===== src/rtl/i2c_bm_pkg.sv =====
package i2c_bm_pkg;

  typedef enum logic [3:0] {
    ST_POR,
    ST_IDLE,
    ST_STA_A,
    ST_STA_B,
    ST_BIT_SU,
    ST_BIT_HI,
    ST_BIT_HO,
    ST_STO_A,
    ST_STO_B,
    ST_GAP
  } bm_state_e;

  localparam int unsigned SLOTS_PER_XFER = 18;
  localparam int unsigned ADDR_ACK_SLOT  = 8;
  localparam int unsigned DATA_ACK_SLOT  = 17;

  function automatic int unsigned imax(input int unsigned a, input int unsigned b);
    return (a > b) ? a : b;
  endfunction

endpackage


===== src/rtl/i2c_bm_timer.sv =====
module i2c_bm_timer #(
  parameter int unsigned W       = 8,
  parameter int unsigned RST_VAL = 0
) (
  input  logic         clk,
  input  logic         rst_n,
  input  logic         load_i,
  input  logic [W-1:0] load_val_i,
  output logic         expired_o
);

  logic [W-1:0] cnt_q;
  logic [W-1:0] cnt_n;

  always_comb begin
    cnt_n = cnt_q;
    if (load_i)
      cnt_n = load_val_i;
    else if (cnt_q != '0)
      cnt_n = cnt_q - 1'b1;
  end

  always_ff @(posedge clk or negedge rst_n) begin
    if (!rst_n) cnt_q <= W'(RST_VAL);
    else        cnt_q <= cnt_n;
  end

  assign expired_o = (cnt_q == '0);

endmodule


===== src/rtl/i2c_bm_shifter.sv =====
module i2c_bm_shifter #(
  parameter int unsigned W = 8
) (
  input  logic         clk,
  input  logic         rst_n,
  input  logic         load_i,
  input  logic [W-1:0] load_val_i,
  input  logic         shift_i,
  input  logic         ser_i,
  output logic [W-1:0] q_o
);

  logic [W-1:0] sh_q;

  always_ff @(posedge clk or negedge rst_n) begin
    if (!rst_n)       sh_q <= '1;
    else if (load_i)  sh_q <= load_val_i;
    else if (shift_i) sh_q <= {sh_q[W-2:0], ser_i};
  end

  assign q_o = sh_q;

endmodule


===== src/rtl/i2c_byte_master.sv =====
module i2c_byte_master
  import i2c_bm_pkg::*;
#(
  parameter int unsigned CLK_HZ    = 50_000_000,
  parameter int unsigned SETUP_CYC = (CLK_HZ / 1_000_000) * 3,
  parameter int unsigned HIGH_CYC  = (CLK_HZ / 1_000_000) * 5,
  parameter int unsigned HOLD_CYC  = (CLK_HZ / 1_000_000) * 3,
  parameter int unsigned GAP_CYC   = CLK_HZ / 1_000,
  parameter int unsigned POR_CYC   = CLK_HZ / 200
) (
  input  logic       clk,
  input  logic       rst_n,
  input  logic       start_i,
  input  logic       rd_i,
  input  logic [6:0] addr_i,
  input  logic [7:0] wdata_i,
  output logic [7:0] rdata_o,
  output logic       busy_o,
  output logic       done_o,
  output logic       nack_o,
  output logic       bus_err_o,
  output logic       scl_drive_o,
  output logic       sda_drive_o,
  input  logic       scl_i,
  input  logic       sda_i
);

  localparam int unsigned MAX_CYC = imax(imax(imax(SETUP_CYC, HIGH_CYC), imax(HOLD_CYC, GAP_CYC)), POR_CYC);
  localparam int unsigned TW      = $clog2(MAX_CYC + 1);
  localparam logic [TW-1:0] SU_L  = TW'(SETUP_CYC - 1);
  localparam logic [TW-1:0] HI_L  = TW'(HIGH_CYC - 1);
  localparam logic [TW-1:0] HO_L  = TW'(HOLD_CYC - 1);
  localparam logic [TW-1:0] GAP_L = TW'(GAP_CYC - 1);
  localparam int unsigned SW      = $clog2(SLOTS_PER_XFER);
  localparam logic [SW-1:0] SLOT_AACK = SW'(ADDR_ACK_SLOT);
  localparam logic [SW-1:0] SLOT_DACK = SW'(DATA_ACK_SLOT);

  // reset: asserted asynchronously, released after two clock edges
  logic rst_meta, rst_sync;
  always_ff @(posedge clk or negedge rst_n) begin
    if (!rst_n) begin
      rst_meta <= 1'b0;
      rst_sync <= 1'b0;
    end else begin
      rst_meta <= 1'b1;
      rst_sync <= rst_meta;
    end
  end

  bm_state_e     st_q, st_n;
  logic [SW-1:0] slot_q, slot_n;
  logic          rd_q, nack_q, berr_q, done_q;
  logic [7:0]    wdata_q, rdata_q;

  logic          tmr_ld, tmr_exp;
  logic [TW-1:0] tmr_val;
  logic          sh_ld, sh_shift;
  logic [7:0]    sh_val, sh_q;
  logic          accept, nack_set, done_n, rdata_ld;

  i2c_bm_timer #(.W(TW), .RST_VAL(POR_CYC - 1)) u_timer (
    .clk        (clk),
    .rst_n      (rst_sync),
    .load_i     (tmr_ld),
    .load_val_i (tmr_val),
    .expired_o  (tmr_exp)
  );

  i2c_bm_shifter #(.W(8)) u_shift (
    .clk        (clk),
    .rst_n      (rst_sync),
    .load_i     (sh_ld),
    .load_val_i (sh_val),
    .shift_i    (sh_shift),
    .ser_i      (sda_i),
    .q_o        (sh_q)
  );

  logic ack_slot, rx_ack_slot, tx_ack_slot;
  assign ack_slot    = (slot_q == SLOT_AACK) || (slot_q == SLOT_DACK);
  assign tx_ack_slot = (slot_q == SLOT_DACK) && rd_q;
  assign rx_ack_slot = ack_slot && !tx_ack_slot;

  // next-state logic
  always_comb begin
    st_n     = st_q;
    slot_n   = slot_q;
    tmr_ld   = 1'b0;
    tmr_val  = '0;
    sh_ld    = 1'b0;
    sh_val   = 8'hFF;
    sh_shift = 1'b0;
    accept   = 1'b0;
    nack_set = 1'b0;
    done_n   = 1'b0;
    rdata_ld = 1'b0;
    unique case (st_q)
      ST_POR: if (tmr_exp) st_n = ST_IDLE;
      ST_IDLE: if (start_i) begin
        st_n    = ST_STA_A;
        tmr_ld  = 1'b1;
        tmr_val = HI_L;
        accept  = 1'b1;
        sh_ld   = 1'b1;
        sh_val  = {addr_i, rd_i};
      end
      ST_STA_A: if (tmr_exp) begin
        st_n = ST_STA_B; tmr_ld = 1'b1; tmr_val = HO_L;
      end
      ST_STA_B: if (tmr_exp) begin
        st_n = ST_BIT_SU; tmr_ld = 1'b1; tmr_val = SU_L; slot_n = '0;
      end
      ST_BIT_SU: if (tmr_exp) begin
        st_n = ST_BIT_HI; tmr_ld = 1'b1; tmr_val = HI_L;
      end
      ST_BIT_HI: if (tmr_exp) begin
        st_n     = ST_BIT_HO;
        tmr_ld   = 1'b1;
        tmr_val  = HO_L;
        sh_shift = !ack_slot;
        nack_set = rx_ack_slot && sda_i;
      end
      ST_BIT_HO: if (tmr_exp) begin
        tmr_ld  = 1'b1;
        tmr_val = SU_L;
        if (slot_q == SLOT_DACK) begin
          st_n = ST_STO_A;
        end else begin
          st_n   = ST_BIT_SU;
          slot_n = slot_q + 1'b1;
          if (slot_q == SLOT_AACK) begin
            sh_ld  = 1'b1;
            sh_val = rd_q ? 8'hFF : wdata_q;
          end
        end
      end
      ST_STO_A: if (tmr_exp) begin
        st_n = ST_STO_B; tmr_ld = 1'b1; tmr_val = HI_L;
      end
      ST_STO_B: if (tmr_exp) begin
        st_n = ST_GAP; tmr_ld = 1'b1; tmr_val = GAP_L;
      end
      ST_GAP: if (tmr_exp) begin
        st_n     = ST_IDLE;
        done_n   = 1'b1;
        rdata_ld = rd_q;
      end
      default: st_n = ST_IDLE;
    endcase
  end

  // registers
  always_ff @(posedge clk or negedge rst_sync) begin
    if (!rst_sync) begin
      st_q    <= ST_POR;
      slot_q  <= '0;
      rd_q    <= 1'b0;
      wdata_q <= '0;
      rdata_q <= '0;
      nack_q  <= 1'b0;
      berr_q  <= 1'b0;
      done_q  <= 1'b0;
    end else begin
      st_q   <= st_n;
      slot_q <= slot_n;
      done_q <= done_n;
      if (accept) begin
        rd_q    <= rd_i;
        wdata_q <= wdata_i;
        berr_q  <= !(scl_i && sda_i);
      end
      if (accept)        nack_q  <= 1'b0;
      else if (nack_set) nack_q  <= 1'b1;
      if (rdata_ld)      rdata_q <= sh_q;
    end
  end

  // line drive decode
  always_comb begin
    sda_drive_o = 1'b0;
    scl_drive_o = 1'b0;
    unique case (st_q)
      ST_STA_A:  sda_drive_o = 1'b1;
      ST_STA_B,
      ST_STO_A: begin sda_drive_o = 1'b1; scl_drive_o = 1'b1; end
      ST_STO_B:  sda_drive_o = 1'b1;
      ST_BIT_SU,
      ST_BIT_HI,
      ST_BIT_HO: begin
        scl_drive_o = (st_q != ST_BIT_HI);
        if (tx_ack_slot)      sda_drive_o = 1'b1;
        else if (rx_ack_slot) sda_drive_o = (st_q == ST_BIT_HO);
        else                  sda_drive_o = !sh_q[7];
      end
      default: ;
    endcase
  end

  assign busy_o    = (st_q != ST_IDLE);
  assign done_o    = done_q;
  assign nack_o    = nack_q;
  assign bus_err_o = berr_q;
  assign rdata_o   = rdata_q;

endmodule


===== config.mk =====
export PLATFORM = sky130hd
export DESIGN_NAME = i2c_byte_master
export DESIGN_NICKNAME = d
export VERILOG_FILES = /design/src/rtl/i2c_bm_pkg.sv /design/src/rtl/i2c_bm_timer.sv /design/src/rtl/i2c_bm_shifter.sv /design/src/rtl/i2c_byte_master.sv
export SDC_FILE = /design/constraint.sdc
export NUM_CORES = 1
export LEC_CHECK = 0
export CAP_MARGIN = 20
export CORE_MARGIN = 2
export CORE_UTILIZATION = 50
export CTS_CLUSTER_DIAMETER = 30
export DETAILED_ROUTE_END_ITERATION = 7
export PLACE_DENSITY = 0.72
export SETUP_SLACK_MARGIN = 0.4
export SYNTH_ARGS = -nofsm -noshare
export SYNTH_HDL_FRONTEND = slang
export SYNTH_HIERARCHICAL = 1
export SYNTH_SLANG_ARGS = --single-unit

===== constraint.sdc =====
create_clock -name clk -period 3.3 [get_ports clk]
set_input_delay 0.33 -clock clk [delete_from_list [all_inputs] [get_ports clk]]
set_output_delay 0.33 -clock clk [all_outputs]
set_load 0.1 [all_outputs]

# Yosys cells after proc, flatten, opt, wreduce, memory -nomap -nowiden
# Index checks and enable logic that the tools add are counted.
[word_totals]
out_inout_bits = 14
wordCells = 113
inputBits = 21
ff_bits = 57
[op_classes]
reduce_logical = 25
add_sub_neg = 2
n_eq_ne = 23
muxes = 51
[ops]
columns = ["operator", "count"]
rows = [
  ["8-bit 2-to-1 mux", 10],
  ["16-bit one-hot mux with 4 select lines", 1],
  ["18-bit 2-to-1 mux", 2],
  ["4-bit 2-to-1 mux", 9],
  ["4-bit one-hot mux with 9 select lines", 1],
  ["18-bit logical NOT", 1],
  ["2-bit inequality test (second input constant)", 9],
  ["18-bit nonzero test", 1],
  ["18-bit by 1-bit subtractor with 18-bit output (second input constant)", 1],
  ["1-bit 2-to-1 mux", 17],
  ["4-bit by 3-bit equality test with 1-bit output (second input constant)", 4],
  ["16-bit 2-to-1 mux", 1],
  ["8-bit one-hot mux with 2 select lines", 1],
  ["5-bit 2-to-1 mux", 3],
  ["5-bit one-hot mux with 2 select lines", 1],
  ["9-bit AND reduction", 1],
  ["4-bit by 2-bit equality test with 1-bit output (second input constant)", 2],
  ["4-bit equality test (second input constant)", 2],
  ["1-bit one-hot mux with 2 select lines", 4],
  ["2-bit nonzero test", 4],
  ["4-bit OR reduction", 2],
  ["7-bit OR reduction", 1],
  ["2-bit OR reduction", 3],
  ["5-bit by 1-bit adder with 5-bit output (second input constant)", 1],
  ["other kinds (13)", 19],
]

# Logic depth before layout (Yosys ltp)
# Gate-level depths: netlist (run 1).
[depth]
ltp_word = 9
depth_mapped = 12
mapped_depth_nobuf = 10

# Modules after synthesis
# Netlist (run 1), hierarchy kept.
[modules_own_cells]
columns = ["module", "cells_per_inst", "instances", "seq_area_each_um2", "area_per_inst_um2"]
rows = [
  ["i2c_byte_master", 163, 1, 775.7, 1680.4],
  ["i2c_bm_timer", 127, 1, 462.9, 1153.6],
  ["i2c_bm_shifter", 34, 1, 210.2, 382.9],
]

# Worst setup path before layout (run 1)
# OpenSTA, ideal clock, no wires.
[synth_path]
path_type = "flip-flop to output port"
startpoint = "register slot_q[0]"
endpoint = "output sda_drive_o"
n_path_buf = 0
setup_slack_ns = -0.155
arrival_ns = 3.125
path_stages_with_launch = 7
required_time_ns = 2.970
cell_sequence = "dfrtp_1 inv_1 ha_1 and3b_1 a31oi_1 o21ai_0 o21ai_0"
[synth_between]
elab_chain_len = 7
word_cells_on_any_way = 9
cone_classes = "eq/ne (2); mux (3); reduce/logical (4)"
[synth_lines]
columns = ["element", "line_no", "rtl"]
rows = [
  ["start: declaration", "i2c_byte_master.sv:51", "logic [SW-1:0] slot_q, slot_n;"],
  ["start signal: assignment", "i2c_byte_master.sv:165", "slot_q <= slot_n;"],
  ["5-bit equality test", "i2c_byte_master.sv:80, i2c_byte_master.sv:81", ""],
  ["1-bit logical AND", "i2c_byte_master.sv:81", "assign tx_ack_slot = (slot_q == SLOT_DACK) && rd_q;"],
  ["1-bit logical NOT", "i2c_byte_master.sv:82", "assign rx_ack_slot = ack_slot && !tx_ack_slot;"],
  ["1-bit logical AND", "i2c_byte_master.sv:82", ""],
  ["1-bit 2-to-1 mux", "i2c_byte_master.sv:192", "else if (rx_ack_slot) sda_drive_o = (st_q == ST_BIT_HO);"],
  ["1-bit 2-to-1 mux *", "i2c_byte_master.sv:191", "if (tx_ack_slot) sda_drive_o = 1'b1;"],
  ["1-bit one-hot mux with 2 select lines *", "i2c_byte_master.sv:182", "unique case (st_q)"],
  ["end: declaration", "i2c_byte_master.sv:23", "output logic sda_drive_o,"],
]
# Every way passes the cells marked *; elsewhere a longest branch is shown, timed or not.

# Worst setup path after layout (run 1)
[layout_path]
startpoint = "register u_timer.cnt_q[13]"
endpoint = "register u_timer.cnt_q[17]"
[layout_between]
elab_chain_len = 4
word_cells_on_any_way = 8
cone_classes = "add/sub (1); mux (4); reduce/logical (3)"
[layout_lines]
columns = ["element", "line_no", "rtl"]
rows = [
  ["start: declaration", "i2c_bm_timer.sv:12", "logic [W-1:0] cnt_q;"],
  ["start signal: assignment", "i2c_bm_timer.sv:24", "if (!rst_n) cnt_q <= W'(RST_VAL);"],
  ["start signal: assignment", "i2c_bm_timer.sv:25", "else cnt_q <= cnt_n;"],
  ["18-bit logical NOT *", "i2c_bm_timer.sv:28", "assign expired_o = (cnt_q == '0);"],
  ["named net tmr_exp", "i2c_byte_master.sv:55", "logic tmr_ld, tmr_exp;"],
  ["1-bit 2-to-1 mux *", "--", ""],
  ["1-bit one-hot mux with 2 select lines *", "i2c_byte_master.sv:97", "unique case (st_q)"],
  ["named net tmr_ld", "i2c_byte_master.sv:55", ""],
  ["18-bit 2-to-1 mux or 2-bit nonzero test (tied branches)", "--", ""],
]
# The timed path passes the listed nets; every way through them passes the cells marked *. The select of a mux whose other input is x is not followed.
# A chain may end at the register's enable or synchronous reset.

==> flow_results.xml, run 1 <==
<?xml version="1.0" encoding="UTF-8"?>
<metrics>
  <group name="status">
    <metric name="status" unit="">finished clean</metric>
  </group>
  <group name="floorplan">
    <metric name="die_w" unit="µm">84.2</metric>
    <metric name="io-pin-count" unit="">35</metric>
    <metric name="die_y" unit="µm">84.2</metric>
    <metric name="dieArea" unit="µm²">7090</metric>
    <metric name="floorplan.core_area" unit="µm²">6280</metric>
    <metric name="std_cell_rows" unit="">29</metric>
    <metric name="initial_utilization" unit="">0.512</metric>
  </group>
  <group name="yosys">
    <metric name="ys.warnings.count" unit="">6</metric>
    <metric name="syn_area_per_cell" unit="µm²">9.93</metric>
    <metric name="yosys.area_share.adder" unit="">0.0156</metric>
    <metric name="ys_seq_elements" unit="">57</metric>
    <metric name="synth_xor_xnor_area_share" unit="">0.0327</metric>
    <metric name="yosys_most_used_dff" unit="">sky130_fd_sc_hd__dfrtp_1</metric>
    <metric name="async_reset_ff_frac" unit="">1.00</metric>
    <metric name="ys_types" unit="">63</metric>
    <metric name="synth_compound_gate_area_share" unit="">0.164</metric>
    <metric name="synthCells" unit="">324</metric>
    <metric name="synth.yosys.seq_area_share" unit="">0.450</metric>
    <metric name="synth.area.mux_share" unit="">0.0910</metric>
    <metric name="synth_cell_area" unit="µm²">3220</metric>
    <metric name="synth_simple_gate_area_frac" unit="">0.200</metric>
    <metric name="combinational_family_with_the_most_area_after_synthesis" unit="">simple AND/OR/NAND/NOR gates</metric>
    <metric name="synth-edff-count" unit="">0</metric>
  </group>
  <group name="critical_path">
    <metric name="timing.critical_path.to_type" unit="">flip-flop</metric>
    <metric name="worstSetupStartpointType" unit="">flip-flop</metric>
    <metric name="slack_of_the_worst_reg_to_reg_path" unit="ps">760</metric>
    <metric name="worst-setup-path-type" unit="">reg2reg</metric>
    <metric name="worst-endpoint-arrival" unit="ps">2770</metric>
    <metric name="critical_path.reg2reg.endpoint" unit="">u_timer/cnt_q[17]</metric>
    <metric name="crit_path_top_delay_cell" unit="">sky130_fd_sc_hd__dfrtp_1</metric>
    <metric name="timing.critical_path.required" unit="ps">3530</metric>
    <metric name="worst-path-buf-inv" unit="">1</metric>
    <metric name="crit_path_cells" unit="">nor4_4 -&gt; nand4_1 -&gt; nor2_4 -&gt; o21ai_0 -&gt; a21oi_2 -&gt; nand2b_2 -&gt; buf_8 -&gt; nor3_1 -&gt; a2111oi_1</metric>
    <metric name="worstPathMaxFanout" unit="">33</metric>
    <metric name="largest_stage_delay_on_the_critical_path" unit="ps">420</metric>
    <metric name="crit_family" unit="">simple AND/OR/NAND/NOR gates</metric>
    <metric name="r2r_cells" unit="">9</metric>
    <metric name="regToRegStartpoint" unit="">u_timer/cnt_q[13]</metric>
  </group>
  <group name="pwr">
    <metric name="max-vdd-ir-drop" unit="µV">330</metric>
    <metric name="power.leakage" unit="nW">1.60</metric>
    <metric name="cell_internal_pwr" unit="mW">1.16</metric>
    <metric name="combinationalPowerShare" unit="">0.030</metric>
    <metric name="clock_power_share" unit="">0.486</metric>
    <metric name="p_seq_frac" unit="">0.484</metric>
    <metric name="p_per_area" unit="nW/µm²">379</metric>
    <metric name="power.switching" unit="mW">0.329</metric>
    <metric name="p_sw_frac" unit="">0.221</metric>
  </group>
  <group name="sta">
    <metric name="post-route-period-util" unit="">0.769</metric>
    <metric name="achievable-frequency" unit="GHz">0.394</metric>
    <metric name="finalSetupViolCount" unit="">0</metric>
    <metric name="tns" unit="ps">0</metric>
    <metric name="fin_worst_skew" unit="ps">6.53</metric>
    <metric name="hold_ws" unit="ps">141</metric>
    <metric name="grt_setup_unrepaired" unit="">false</metric>
    <metric name="hold_viol_final" unit="">0</metric>
    <metric name="max_slew_margin" unit="">0.322</metric>
    <metric name="timing_worst_slew_pin_value" unit="ps">1010</metric>
    <metric name="maxSlewViolCount" unit="">0</metric>
    <metric name="timing.final.crit_period" unit="ps">2540</metric>
  </group>
  <group name="place">
    <metric name="placedCellCount" unit="">432</metric>
    <metric name="numPortBuffers" unit="">34</metric>
    <metric name="final_estimated_routing_congestion_in_global_placement" unit="">0.833</metric>
    <metric name="dpl.hpwl" unit="µm">4730</metric>
  </group>
  <group name="grt">
    <metric name="number_of_global_route_vias_before_repair" unit="">2642</metric>
    <metric name="grt_max_degree" unit="">43</metric>
    <metric name="gr-total-overflow" unit="">0</metric>
    <metric name="total_global_routing_track_utilization" unit="">0.213</metric>
    <metric name="first_pass_grt_wire_length" unit="µm">12100</metric>
    <metric name="number_of_antenna_violations_at_the_first_check_in_global_routing" unit="">0</metric>
  </group>
  <group name="clocking">
    <metric name="clock_pin_slew_on_the_worst_setup_and_hold_paths" unit="ps">70</metric>
    <metric name="cts_tree" unit="">yes</metric>
    <metric name="clkLatencyLatePin" unit="ps">340</metric>
    <metric name="ctsHoldBuffers" unit="">0</metric>
    <metric name="tritoncts.num_buffers" unit="">9</metric>
    <metric name="max-clock-path-buffers" unit="">2</metric>
    <metric name="cts-root-buf" unit="">sky130_fd_sc_hd__clkbuf_8</metric>
    <metric name="clock_sinks" unit="">57</metric>
    <metric name="htree_levels" unit="">3</metric>
  </group>
  <group name="routing">
    <metric name="via_total_after_detailed_routing" unit="">2600</metric>
    <metric name="drcViolationCount" unit="">0</metric>
    <metric name="drt_iter0_markers" unit="">121</metric>
    <metric name="wl" unit="µm">6770</metric>
    <metric name="viasPerCell" unit="">5.79</metric>
    <metric name="route.detailed.wl_per_inst" unit="µm">15.1</metric>
    <metric name="drt.antenna.violating_nets" unit="">0</metric>
    <metric name="drt-pass1-iter-count" unit="">4</metric>
  </group>
  <group name="cells_and_area">
    <metric name="design.final.nets" unit="">392</metric>
    <metric name="non_filler_instance_count_after_layout" unit="">449</metric>
    <metric name="drive_above_1_share" unit="">0.215</metric>
    <metric name="area.growth.synth_to_final" unit="%">22.0</metric>
    <metric name="antenna_cells_inserted" unit="">0</metric>
    <metric name="postLayoutCoreUtil" unit="">0.625</metric>
  </group>
  <group name="hold_path">
    <metric name="timing.hold.worst.class" unit="">in2async</metric>
  </group>
  <group name="job">
    <metric name="cap_violations" unit="">0</metric>
  </group>
</metrics>
==> registers in the layout (all words and copies together) (netlist names) <==
signal,count
bus_err_o,1
done_o,1
nack_o,1
rd_q,1
rdata_o,8
rst_meta,1
rst_sync,1
slot_q,5
st_q,4
u_shift/q_o,8
u_timer/cnt_q,18
wdata_q,8
==> power groups by stage <==
stage | Clock, mW | Sequential, mW | Combinational, mW
after floorplan | 0 | 0.731 | 0.0121
after global placement | 0 | 0.732 | 0.0433
after detailed placement | 0 | 0.733 | 0.0436
after CTS | 0.739 | 0.720 | 0.0439
after global routing | 0.776 | 0.723 | 0.0494
final | 0.723 | 0.720 | 0.0442
==> per-layer routing <==
metal | wire length (µm) | global-route usage | share of wire | vias to the layer above
met5 | 0 | 0 | 0 | -
met4 | 163 | 0.117 | 0.024 | 0
met3 | 280 | 0.0423 | 0.041 | 14
met2 | 3290 | 0.338 | 0.49 | 63
met1 | 3030 | 0.274 | 0.45 | 1260
li1 | - | - | - | 1263
==> layout by cell type, fill, tap and decap left out, types with 4 or more instances in the layout <==
master and n:
sky130_fd_sc_hd__clkbuf_8 9, sky130_fd_sc_hd__nor4_1 5, sky130_fd_sc_hd__nor2_1 21, sky130_fd_sc_hd__clkdlybuf4s50_1 31, sky130_fd_sc_hd__a21oi_1 10, sky130_fd_sc_hd__inv_1 14, sky130_fd_sc_hd__mux2_2 18, sky130_fd_sc_hd__buf_4 10
sky130_fd_sc_hd__o21ai_0 8, sky130_fd_sc_hd__dfstp_2 18, sky130_fd_sc_hd__nand4_1 7, sky130_fd_sc_hd__xor2_1 6, sky130_fd_sc_hd__nand2_1 32, sky130_fd_sc_hd__dfrtp_1 38, sky130_fd_sc_hd__nand3_1 7, sky130_fd_sc_hd__o21ai_1 9
sky130_fd_sc_hd__mux2i_1 9, sky130_fd_sc_hd__ha_1 4, sky130_fd_sc_hd__conb_1 7, sky130_fd_sc_hd__o31ai_1 12, sky130_fd_sc_hd__nor3_1 8, sky130_fd_sc_hd__o22a_1 9, sky130_fd_sc_hd__xnor2_1 6
==> worst max path at each step <==
| stage | from | to | cells past startpoint |
|---|---|---|---|
| global route | u_timer/cnt_q[13] | u_timer/cnt_q[17] | 9 |
| detailed placement | start_i | u_timer/cnt_q[15] | 8 |
| global placement | start_i | u_timer/cnt_q[17] | 8 |
| CTS | u_timer/cnt_q[13] | u_timer/cnt_q[15] | 9 |
| floorplan | u_timer/cnt_q[13] | u_timer/cnt_q[15] | 10 |
| finish | u_timer/cnt_q[13] | u_timer/cnt_q[17] | 9 |
==> synth_stat cells (3+ instances only) <==
library cell                n  area share
sky130_fd_sc_hd__dfstp_2   18        0.15
sky130_fd_sc_hd__buf_2      4      0.0062
sky130_fd_sc_hd__o21ai_1    8       0.012
sky130_fd_sc_hd__a21oi_1   10       0.016
sky130_fd_sc_hd__o22a_1     9       0.025
sky130_fd_sc_hd__nor4_1     6       0.012
sky130_fd_sc_hd__nand2_1   32       0.037
sky130_fd_sc_hd__nor3_2     3      0.0093
sky130_fd_sc_hd__xor2_1     6       0.016
sky130_fd_sc_hd__and3_1     3      0.0058
sky130_fd_sc_hd__mux2_2    18       0.063
sky130_fd_sc_hd__o21ai_0    9       0.014
sky130_fd_sc_hd__nand3_1    8       0.012
sky130_fd_sc_hd__inv_1     14       0.016
sky130_fd_sc_hd__nor2_1    21       0.025
sky130_fd_sc_hd__ha_1       4       0.016
sky130_fd_sc_hd__mux2i_1    9       0.028
sky130_fd_sc_hd__o31ai_1   12       0.028
sky130_fd_sc_hd__nor3_1     8       0.012
sky130_fd_sc_hd__dfrtp_1   39        0.30
sky130_fd_sc_hd__nand2b_1   4      0.0078
sky130_fd_sc_hd__clkbuf_1   8      0.0093
sky130_fd_sc_hd__nor2b_1    3      0.0058
sky130_fd_sc_hd__or3_1      3      0.0058
sky130_fd_sc_hd__xnor2_1    6       0.016
sky130_fd_sc_hd__nand4_1    7       0.014
==> through the flow <==
stage	worst slack, ps	power [mW]	area (µm²)
6_report	762	1.49	3930
3_5_place_dp	403	0.776	3650
5_1_grt	473	1.55	3930
2_1_floorplan	402	0.743	3250
3_3_place_gp	611	0.776	3650
4_1_cts	471	1.50	3870
==> what timing repair did <==
item                                    CTS  global route
gates resized for setup                   1             9
pin swaps                                 0             1
buffers inserted                          0             1
endpoints found under the setup margin    1             2
hold endpoints to repair                  0             0
==> kinds of logic (layout without fill, tap and decap cells) <==
family | count (synthesis) | after routing
AO/OA/AOI/OAI | 74 | 74
XOR/XNOR | 12 | 12
adder cells (fa/ha/maj) | 4 | 4
buffers and inverters | 31 | 74
flip-flops | 57 | 57
multiplexers | 27 | 27
other | 2 | 7
AND/OR/NAND/NOR | 117 | 117
==> cell type report <==
type	instances	area, µm²
fillers	545	2350
well taps	77	96.3
repair buffers	43	412
clock inverters	7	95.1
inverters	15	60.1
flip-flops and latches	57	1450
multi-input cells	241	1690
clock buffers	9	124
No activity file was read; power rests on OpenSTA's default activity.
==> inputs of run 2 (changes only) <==
==> constraint.sdc (replaced) <==
create_clock -name clk -period 2.4 [get_ports clk]
set_input_delay 0.24 -clock clk [delete_from_list [all_inputs] [get_ports clk]]
set_output_delay 0.24 -clock clk [all_outputs]
set_load 0.1 [all_outputs]
==> run 2 against run 1 <==
Wire length grew 16%. Fmax rose by 13%. Sequential share of layout area fell by 4.2 points. Critical path depth is the same. Clock power rose by 40%. Combinational power is 90% higher. Via count is 4.3% higher. Setup slack got worse by 610 ps.
==> flow_results.xml, run 2 (synthesis gave the netlist of run 1 again) <==
<?xml version="1.0" encoding="UTF-8"?>
<metrics>
  <group name="floorplan">
    <metric name="die_w" unit="µm">84.2</metric>
    <metric name="initial_utilization" unit="">0.512</metric>
    <metric name="floorplan.core_area" unit="µm²">6280</metric>
    <metric name="die_y" unit="µm">84.2</metric>
    <metric name="io-pin-count" unit="">35</metric>
    <metric name="std_cell_rows" unit="">29</metric>
    <metric name="dieArea" unit="µm²">7090</metric>
  </group>
  <group name="pwr">
    <metric name="power.leakage" unit="nW">1.86</metric>
    <metric name="p_seq_frac" unit="">0.473</metric>
    <metric name="totalPowerFinal" unit="mW">2.07</metric>
    <metric name="max-vdd-ir-drop" unit="µV">475</metric>
    <metric name="combinationalPowerShare" unit="">0.041</metric>
    <metric name="cell_internal_pwr" unit="mW">1.60</metric>
    <metric name="p_per_area" unit="nW/µm²">466</metric>
    <metric name="power.switching" unit="mW">0.470</metric>
    <metric name="clock_power_share" unit="">0.487</metric>
    <metric name="p_sw_frac" unit="">0.227</metric>
  </group>
  <group name="cells_and_area">
    <metric name="antenna_cells_inserted" unit="">0</metric>
    <metric name="drive_above_1_share" unit="">0.402</metric>
    <metric name="layout_commonest_cell" unit="">sky130_fd_sc_hd__buf_4</metric>
    <metric name="regMostFlops" unit="">u_timer/cnt_q</metric>
    <metric name="area.growth.synth_to_final" unit="%">38.1</metric>
    <metric name="fill_cells" unit="">471</metric>
    <metric name="largest_reg_flops" unit="">18</metric>
    <metric name="layout.cells.most_common_list" unit="">sky130_fd_sc_hd__buf_4 (47), sky130_fd_sc_hd__dfrtp_1 (36), sky130_fd_sc_hd__nand2_1 (30)</metric>
    <metric name="design.final.nets" unit="">428</metric>
    <metric name="final_design_area_no_fill" unit="µm²">4440</metric>
  </group>
  <group name="sta">
    <metric name="timing.final.crit_period" unit="ps">2250</metric>
    <metric name="finalSetupViolCount" unit="">0</metric>
    <metric name="maxSlewViolCount" unit="">0</metric>
    <metric name="timing_worst_slew_pin_value" unit="ps">702</metric>
    <metric name="max_slew_margin" unit="">0.532</metric>
    <metric name="achievable-frequency" unit="GHz">0.444</metric>
    <metric name="tns" unit="ps">0</metric>
    <metric name="grt_setup_unrepaired" unit="">true</metric>
    <metric name="fin_worst_skew" unit="ps">10.9</metric>
    <metric name="post-route-period-util" unit="">0.938</metric>
    <metric name="hold_viol_final" unit="">0</metric>
  </group>
  <group name="clocking">
    <metric name="tritoncts.num_buffers" unit="">9</metric>
    <metric name="cts-root-buf" unit="">sky130_fd_sc_hd__clkbuf_8</metric>
    <metric name="ctsHoldBuffers" unit="">0</metric>
    <metric name="clkLatencyLatePin" unit="ps">350</metric>
    <metric name="max-clock-path-buffers" unit="">2</metric>
    <metric name="cts_tree" unit="">yes</metric>
    <metric name="clock_sinks" unit="">57</metric>
    <metric name="clock_pin_slew_on_the_worst_setup_and_hold_paths" unit="ps">70</metric>
    <metric name="htree_levels" unit="">3</metric>
  </group>
  <group name="place">
    <metric name="detailed_place.area" unit="µm²">3810</metric>
    <metric name="numPortBuffers" unit="">34</metric>
    <metric name="final_estimated_routing_congestion_in_global_placement" unit="">0.892</metric>
    <metric name="dpl.hpwl" unit="µm">4840</metric>
  </group>
  <group name="critical_path">
    <metric name="worst-endpoint-arrival" unit="ps">2490</metric>
    <metric name="timing.critical_path.required" unit="ps">2640</metric>
    <metric name="crit_family" unit="">simple AND/OR/NAND/NOR gates</metric>
    <metric name="crit_path_top_delay_cell" unit="">sky130_fd_sc_hd__dfrtp_1</metric>
    <metric name="worst-path-buf-inv" unit="">1</metric>
    <metric name="slack_of_the_worst_reg_to_reg_path" unit="ps">150</metric>
    <metric name="regToRegStartpoint" unit="">u_timer/cnt_q[11]</metric>
    <metric name="worst-setup-path-type" unit="">reg2reg</metric>
    <metric name="timing.critical_path.to_type" unit="">flip-flop</metric>
    <metric name="worstSetupStartpointType" unit="">flip-flop</metric>
    <metric name="worstPathMaxFanout" unit="">5</metric>
    <metric name="critical_path.reg2reg.endpoint" unit="">u_timer/cnt_q[15]</metric>
    <metric name="r2r_cells" unit="">9</metric>
    <metric name="largest_stage_delay_on_the_critical_path" unit="ps">450</metric>
    <metric name="crit_path_cells" unit="">nor2_2 -&gt; nand4_1 -&gt; nor2_4 -&gt; o21ai_2 -&gt; a21oi_2 -&gt; nand2b_4 -&gt; buf_6 -&gt; nor4_1 -&gt; a2111oi_2</metric>
  </group>
  <group name="hold_path">
    <metric name="timing.hold.worst.class" unit="">in2async</metric>
  </group>
  <group name="routing">
    <metric name="route.detailed.wl_per_inst" unit="µm">16.1</metric>
    <metric name="drt.antenna.violating_nets" unit="">0</metric>
    <metric name="via_total_after_detailed_routing" unit="">2712</metric>
    <metric name="wl" unit="µm">7820</metric>
    <metric name="viasPerCell" unit="">5.59</metric>
    <metric name="drt_iter0_markers" unit="">136</metric>
    <metric name="drcViolationCount" unit="">0</metric>
    <metric name="drt-pass1-iter-count" unit="">4</metric>
  </group>
  <group name="grt">
    <metric name="total_global_routing_track_utilization" unit="">0.234</metric>
    <metric name="grt_max_degree" unit="">56</metric>
    <metric name="number_of_antenna_violations_at_the_first_check_in_global_routing" unit="">0</metric>
    <metric name="number_of_global_route_vias_before_repair" unit="">2812</metric>
    <metric name="gr-total-overflow" unit="">0</metric>
    <metric name="first_pass_grt_wire_length" unit="µm">13200</metric>
  </group>
  <group name="job">
    <metric name="cap_violations" unit="">0</metric>
  </group>
  <group name="status">
    <metric name="status" unit="">finished clean</metric>
  </group>
</metrics>
-- run 2: cell types whose count changed in the layout (fill, tap and decap cells not counted), sizes merged --
cell           previous run  this run
clkdlybuf4s50            31        20
clkinvlp                  2         1
clkinv                    4         5
buf                      12        59
-- run 2: repair_timing --
action / 4_1_cts / 5_1_grt
pin swaps: 11 / 15
setup endpoints to repair: 33 / 43
resized for setup: 38 / 18
buffers inserted: 15 / 4
gates cloned: 3 / 0
-- run 2: stage by stage --
step	hold WS, ps	instances	setup WS (ps)	utilization
3_5_place_dp	343	447	-67.5	0.607
6_report	54.2	485	149	0.708
5_1_grt	55.0	485	87.5	0.708
3_3_place_gp	335	447	19.8	0.607
2_1_floorplan	-55.6	329	-17.9	-
4_1_cts	46.3	481	253	0.693
-- run 2: worst reg2reg max path, stage by stage (launching register included) --
cell	delay (ps)
sky130_fd_sc_hd__dfrtp_1	450
sky130_fd_sc_hd__nor2_2	220
sky130_fd_sc_hd__nand4_1	230
sky130_fd_sc_hd__nor2_4	250
sky130_fd_sc_hd__o21ai_2	100
sky130_fd_sc_hd__a21oi_2	160
sky130_fd_sc_hd__nand2b_4	200
sky130_fd_sc_hd__buf_6	140
sky130_fd_sc_hd__nor4_1	70
sky130_fd_sc_hd__a2111oi_2	320
-- run 2: worst max path at each step --
| stage | start | to | slack [ps] | cells past startpoint |
|---|---|---|---|---|
| after floorplan | u_timer/cnt_q[16] | u_timer/cnt_q[15] | -20 | 10 |
| after global placement | start_i | u_timer/cnt_q[15] | 20 | 8 |
| after detailed placement | start_i | u_timer/cnt_q[16] | -70 | 8 |
| after CTS | u_timer/cnt_q[16] | u_timer/cnt_q[15] | 250 | 9 |
| after global routing | u_timer/cnt_q[8] | u_timer/cnt_q[17] | 90 | 9 |
| final | u_timer/cnt_q[11] | u_timer/cnt_q[15] | 150 | 9 |
-- run 2: power groups by stage --
stage	Sequential, mW	Combinational, mW	Clock (mW)
finish	0.977	0.0839	1.01
global route	0.978	0.0939	1.07
CTS	0.977	0.0830	1.02
detailed placement	0.994	0.0784	0
global placement	0.994	0.0772	0
floorplan	1.01	0.0172	0
-- run 2: layout make-up --
| class | instances | area, µm² | share of cell area |
|---|---|---|---|
| clock buffer | 9 | 124 | 0.0279 |
| timing repair buffer | 79 | 717 | 0.161 |
| sequential | 57 | 1450 | 0.327 |
| tap | 77 | 96.3 | 0.0217 |
| inverter | 15 | 61.3 | 0.0138 |
| clock inverter | 7 | 95.1 | 0.0214 |
| multi-input combinational | 241 | 1900 | 0.427 |
-- run 2: metal layers --
layer | part of all wire | track usage
met5 | 0 | 0
met4 | 0.014 | 0.0997
met3 | 0.037 | 0.0521
met2 | 0.50 | 0.380
met1 | 0.45 | 0.304
